File: src/rtl/bus_strobe_pkg.sv
package bus_strobe_pkg;

  // Context captured once per machine cycle
  typedef struct packed {
    logic ext_code;     // code fetched from external memory
    logic data_cyc;     // external data-memory cycle
    logic latch_quiet;  // latch strobe suppressed, pin on weak pull-up
  } mc_attr_t;

  localparam mc_attr_t ATTR_RESET = '{ext_code: 1'b0, data_cyc: 1'b0, latch_quiet: 1'b0};

endpackage

File: src/rtl/mc_phase_ctr.sv
module mc_phase_ctr #(
  parameter int CLKS = 12,
  parameter int PH_W = $clog2(CLKS)
) (
  input  logic            clk_i,
  input  logic            rst_ni,
  output logic [PH_W-1:0] phase_o,
  output logic            last_o
);

  localparam logic [PH_W-1:0] LAST_PH = PH_W'(CLKS - 1);

  logic [PH_W-1:0] ph_q;
  logic [PH_W-1:0] ph_d;

  always_comb begin
    if (ph_q == LAST_PH) ph_d = '0;
    else                 ph_d = ph_q + PH_W'(1);
  end

  always_ff @(posedge clk_i or negedge rst_ni) begin
    if (!rst_ni) ph_q <= '0;
    else         ph_q <= ph_d;
  end

  assign phase_o = ph_q;
  assign last_o  = (ph_q == LAST_PH);

endmodule

File: src/rtl/strobe_cfg_reg.sv
module strobe_cfg_reg #(
  parameter int                ADDR_W   = 8,
  parameter int                DATA_W   = 8,
  parameter logic [ADDR_W-1:0] CFG_ADDR = 'h8E
) (
  input  logic              clk_i,
  input  logic              rst_ni,
  input  logic              wr_i,
  input  logic [ADDR_W-1:0] addr_i,
  input  logic [DATA_W-1:0] wdata_i,
  output logic [DATA_W-1:0] rdata_o,
  output logic              ale_off_o
);

  logic off_q;
  logic off_d;
  logic off_en;
  logic unused_wdata;

  assign off_en = wr_i && (addr_i == CFG_ADDR);
  assign off_d  = wdata_i[0];

  always_ff @(posedge clk_i or negedge rst_ni) begin
    if (!rst_ni)     off_q <= 1'b0;
    else if (off_en) off_q <= off_d;
  end

  always_comb begin
    rdata_o = '0;
    if (addr_i == CFG_ADDR) rdata_o[0] = off_q;
  end

  assign ale_off_o    = off_q;
  assign unused_wdata = ^wdata_i[DATA_W-1:1];

endmodule

File: src/rtl/strobe_decode.sv
module strobe_decode
  import bus_strobe_pkg::*;
#(
  parameter int CLKS   = 12,
  parameter int ALE_HI = 2,
  parameter int RD_GAP = 1,
  parameter int PH_W   = $clog2(CLKS)
) (
  input  logic            run_i,
  input  logic [PH_W-1:0] phase_i,
  input  mc_attr_t        attr_i,
  output logic            ale_o,
  output logic            rd_o,
  output logic            pull_o
);

  localparam int              HALF    = CLKS / 2;
  localparam logic [PH_W-1:0] HALF_P  = PH_W'(HALF);
  localparam logic [PH_W-1:0] ALE_END = PH_W'(ALE_HI);
  localparam logic [PH_W-1:0] RD_BEG  = PH_W'(ALE_HI + RD_GAP);

  logic            second;
  logic [PH_W-1:0] sub_ph;

  always_comb begin
    second = (phase_i >= HALF_P);
    sub_ph = second ? (phase_i - HALF_P) : phase_i;
    ale_o  = run_i && !attr_i.latch_quiet && (sub_ph < ALE_END)
             && !(attr_i.data_cyc && second);
    rd_o   = run_i && attr_i.ext_code && !attr_i.data_cyc && (sub_ph >= RD_BEG);
    pull_o = run_i && attr_i.latch_quiet;
  end

endmodule

File: src/rtl/bus_strobe_gen.sv
module bus_strobe_gen
  import bus_strobe_pkg::*;
#(
  parameter int                CLKS_PER_MC = 12,
  parameter int                ALE_HI      = 2,
  parameter int                RD_GAP      = 1,
  parameter int                SYNC_STAGES = 2,
  parameter int                ADDR_W      = 8,
  parameter int                DATA_W      = 8,
  parameter logic [ADDR_W-1:0] CFG_ADDR    = 'h8E
) (
  input  logic              clk_i,
  input  logic              rst_ni,
  input  logic              ext_fetch_i,
  input  logic              ext_strap_i,
  input  logic              movx_i,
  input  logic              movc_i,
  input  logic              reg_wr_i,
  input  logic [ADDR_W-1:0] reg_addr_i,
  input  logic [DATA_W-1:0] reg_wdata_i,
  output logic [DATA_W-1:0] reg_rdata_o,
  output logic              ale_o,
  output logic              rd_o,
  output logic              pull_o
);

  localparam int PH_W = $clog2(CLKS_PER_MC);

  // Reset: asserted at once, released after SYNC_STAGES edges
  logic [SYNC_STAGES-1:0] sync_q;
  logic                   rst_n;

  always_ff @(posedge clk_i or negedge rst_ni) begin
    if (!rst_ni) sync_q <= '0;
    else         sync_q <= {sync_q[SYNC_STAGES-2:0], 1'b1};
  end

  assign rst_n = sync_q[SYNC_STAGES-1];

  // Machine-cycle phase
  logic [PH_W-1:0] phase;
  logic            mc_last;

  mc_phase_ctr #(.CLKS(CLKS_PER_MC), .PH_W(PH_W)) u_phase (
    .clk_i   (clk_i),
    .rst_ni  (rst_n),
    .phase_o (phase),
    .last_o  (mc_last)
  );

  // Latch-disable register
  logic ale_off;

  strobe_cfg_reg #(.ADDR_W(ADDR_W), .DATA_W(DATA_W), .CFG_ADDR(CFG_ADDR)) u_cfg (
    .clk_i     (clk_i),
    .rst_ni    (rst_n),
    .wr_i      (reg_wr_i),
    .addr_i    (reg_addr_i),
    .wdata_i   (reg_wdata_i),
    .rdata_o   (reg_rdata_o),
    .ale_off_o (ale_off)
  );

  // Per-cycle context, captured at the cycle boundary
  mc_attr_t attr_q;
  mc_attr_t attr_d;
  logic     attr_en;

  assign attr_en = mc_last;

  always_comb begin
    attr_d.ext_code    = ext_fetch_i | ext_strap_i;
    attr_d.data_cyc    = movx_i;
    attr_d.latch_quiet = ale_off & ~ext_strap_i & ~ext_fetch_i & ~movx_i & ~movc_i;
  end

  always_ff @(posedge clk_i or negedge rst_n) begin
    if (!rst_n)       attr_q <= ATTR_RESET;
    else if (attr_en) attr_q <= attr_d;
  end

  // Strobe decode
  strobe_decode #(
    .CLKS(CLKS_PER_MC), .ALE_HI(ALE_HI), .RD_GAP(RD_GAP), .PH_W(PH_W)
  ) u_dec (
    .run_i   (rst_n),
    .phase_i (phase),
    .attr_i  (attr_q),
    .ale_o   (ale_o),
    .rd_o    (rd_o),
    .pull_o  (pull_o)
  );

endmodule

File: config.mk
export PLATFORM = sky130hd
export DESIGN_NAME = bus_strobe_gen
export DESIGN_NICKNAME = d
export VERILOG_FILES = /design/src/rtl/bus_strobe_pkg.sv /design/src/rtl/mc_phase_ctr.sv /design/src/rtl/strobe_cfg_reg.sv /design/src/rtl/strobe_decode.sv /design/src/rtl/bus_strobe_gen.sv
export SDC_FILE = /design/constraint.sdc
export NUM_CORES = 1
export LEC_CHECK = 0
export ABC_CLOCK_PERIOD_IN_PS = 1600
export BUFFER_PORTS_ARGS = -buffer_cell sky130_fd_sc_hd__buf_2
export CAP_MARGIN = 20
export CELL_PAD_IN_SITES_DETAIL_PLACEMENT = 1
export CELL_PAD_IN_SITES_GLOBAL_PLACEMENT = 1
export CORE_AREA = 5 5 49 51
export CTS_BUF_LIST = sky130_fd_sc_hd__clkbuf_8
export DETAILED_ROUTE_END_ITERATION = 12
export DIE_AREA = 0 0 54 56
export PLACE_DENSITY_LB_ADDON = 0.1
export SYNTH_ARGS = -nofsm -noshare
export SYNTH_HDL_FRONTEND = slang
export SYNTH_HIERARCHICAL = 1
export SYNTH_SLANG_ARGS = --single-unit
export TNS_END_PERCENT = 1
File: constraint.sdc
create_clock -name clk_i -period 1.6 [get_ports clk_i]
set_input_delay 0.48 -clock clk_i [delete_from_list [all_inputs] [get_ports clk_i]]
set_output_delay 0.48 -clock clk_i [all_outputs]
set_load 0.05 [all_outputs]
==> results.ini <==
[run_status]
outcome=finished with violations
failing_checks=setup timing

[finish]
filler_cell_count=235
final-instance-count-excl-fill=109
layout-drive-gt1-share=0.512
antenna_cells=0
design.final.nets=108
area_growth_pct=49.7
utilization=0.428

[cts]
clkLatencyLatePin_ns=0.23
clkSlewWorstSetupHoldPaths_ns=0.04
htree_levels=1
cts_setup_buffers=0
cts_buffers=3
clockBufferDepth=2
clock_sinks=10
cts_tree=yes
cts_hold_buffers=0
clock_tree.root_cell=clkbuf_8

[worst_setup_path]
timing.setup.critical_path_class=reg2out
critical_path_required_ns=1.12
critPathSlowestCell=dfrtp_1
critical_path.n_buffers_inverters=1
cp_top_family=flip-flops
rrSetupSlack_ns=0.10
worstPathMaxFanout=5
startpoint_type=flop
worst-endpoint-arrival_ns=1.39
worstSetupEndpointType=output pin
cp_peak_stage_delay_ns=0.41
path_cells=nand2_1 -> mux2_4 -> a211oi_4 -> buf_6

[routing]
avgRoutedWirePerCell_um=11.3
detailedRoute.firstIterationViolations=0
met3WireLength_um=128
wirelength_routed_um=1240
wl_met1_um=456
drt_pass1_iterations=1
detailroute.via_count=459
residual_drc_count=0
routed-wl-met2_um=638
top_layer_used=met4
route.antenna.remaining_nets=0
routed_via_density=4.21

[global_route]
grt_antenna_before_repair=0
grt_first_pass_wirelength_um=2130
track_usage=0.0975
pin_count_of_the_biggest_net_entering_global_routing=6
globalRouteOverflowTotal=0
first_global_vias=525

[yosys]
ys_async_sr_fraction=1.00
post_synth.cell_area_avg_um2=10.7
synth.most_common_cell=dfrtp_1
synth.top_cells.by_area=dfrtp_1 46%, buf_4 9.7%, mux2_2 4.1%
yosysWarningCount=6
yosys_most_used_dff=dfrtp_1
fraction_of_synthesized_cell_area_taken_by_the_top_area_cell_type=0.460
synth-seq-area-share=0.460
synth_area_leader_cell=dfrtp_1
syn_area_um2=544
synthCells=51
ys_ff_latch=10
netlist_top_cells_count=10 x dfrtp_1, 7 x buf_4, 3 x nor2_1
number_of_flops_mapped_to_enable_cells_by_yosys=0
synth.lib_cells_used.distinct=26

[sta]
final_min_period_over_clock_period=1.17
timing.final.setup_violations=3
fin_ws_ns=-0.267
slew_viol_final=0
setup_repair_after_global_routing_missed_its_margin=true
final_hold_viol_count=0
layout_min_cycle_time_ns=1.87
highest_attainable_clock_frequency_mhz=536
setup_total_negative_slack_ns=-0.528
finalClockSkew_ns=0.00279

[run]
max_cap_viol_count=0

[place]
place.gp.congestion=0.675
place_inst=106
post-dp-hpwl_um=1080
numPortBuffers=19

[floorplanning]
floorplan.io_pins=34
initial_utilization=0.286
die_width_um=54
fp-row-count=16
die-height_um=56
dieArea_mm2=0.00302
floorplan.core_area_mm2=0.00190

[pwr]
ir_drop_mv=0.612
power_density_cells_mw_per_mm2=744
cellLeakagePower_uw=0.000398

[min_path]
hold_path_class=in2async

cell families after synthesis:
kind of cell	synth area share
compound gates	0.0850
fa+ha+maj	0.0230
buf+inv	0.110
flops	0.460
mux	0.0621
other cells	0.0138
simple gates	0.246
placed cells by master (no fill, tap or decap):
cell	synthesis	final
nor2_2	2	2
inv_1	2	2
nor4b_4	0	1
ha_1	1	1
mux2_1	1	1
and3_1	1	1
nand3_2	1	1
a22o_1	1	1
dfrtp_1	10	10
buf_6	0	5
a211oi_4	0	1
clkbuf_8	0	3
a21oi_1	1	1
nor2_1	3	3
buf_4	7	9
nand2_1	2	2
nand3b_1	1	1
o21ai_0	2	1
mux2_4	0	1
nor4bb_2	0	1
nand3_1	2	2
and2_1	1	1
conb_1	2	8
nand2b_4	1	1
nand2b_1	1	1
and3_2	1	1
and4b_1	1	1
o21ai_1	2	3
buf_2	0	15
mux2_2	2	1
cell type report:
cell class | count | area (um^2) | area share
clock buffers | 3 | 41.3 | 0.0507
repair buffers | 29 | 199 | 0.244
inverters | 2 | 7.51 | 0.00922
flip-flops and latches | 10 | 250 | 0.307
well taps | 27 | 33.8 | 0.0415
multi-input cells | 38 | 283 | 0.347
path summary, 6_finish.rpt:
check                           depth (start not counted)                         start                     endpoint
worst max-delay path                                    4  u_phase/phase_o[1]$_DFF_PN0_                         rd_o
worst min-delay path                                    1                        rst_ni          sync_q[0]$_DFF_PN0_
worst max register to register                          7  u_phase/phase_o[1]$_DFF_PN0_        attr_q[0]$_DFFE_PN0P_
worst min register to register                          1           sync_q[1]$_DFF_PN0_        attr_q[1]$_DFFE_PN0P_
max in group asynchronous                               1           sync_q[1]$_DFF_PN0_  u_cfg/ale_off_o$_DFFE_PN0P_
min in group clk_i                                      0           sync_q[0]$_DFF_PN0_          sync_q[1]$_DFF_PN0_
flip-flops by register name (all words and copies together), names as in the netlist:
name / count
attr_q: 3
sync_q: 2
u_cfg/ale_off_o: 1
u_phase/phase_o: 4
per-layer routing:
layer  track usage  up-vias
met5             0        -
met4        0.0320        0
met3        0.0643        2
met2         0.157       20
met1        0.0988      217
li1              -      220
worst reg2reg max path, stage by stage, from the launching register on:
cell and delay, ns:
dfrtp_1 0.41, buf_4 0.14, ha_1 0.21, nand2b_4 0.08, nor2_2 0.17, buf_4 0.15
inv_1 0.03, a22o_1 0.19
stage by stage:
step / total power (uW) / area (um^2) / setup WS [ns] / hold WS [ns]
6_report: 606 / 815 / -0.267 / 0.0243
5_1_grt: 636 / 815 / -0.358 / 0.0153
4_1_cts: 615 / 801 / -0.276 / 0.0187
3_5_place_dp: 350 / 729 / -0.236 / 0.203
3_3_place_gp: 349 / 729 / -0.232 / 0.199
2_1_floorplan: 334 / 578 / -0.135 / 0.114
repair_timing:
action,4_1_cts,5_1_grt
pin swaps,1,1
gates resized for setup,9,3
endpoints found under the setup margin,4,5
power breakdown:
part           switching (uW)  internal, uW
registers                3.91           260
logic                    59.6          28.2
clock network            90.3           164
total                     154           453
Note: power is estimated with default switching activity, not from simulation.
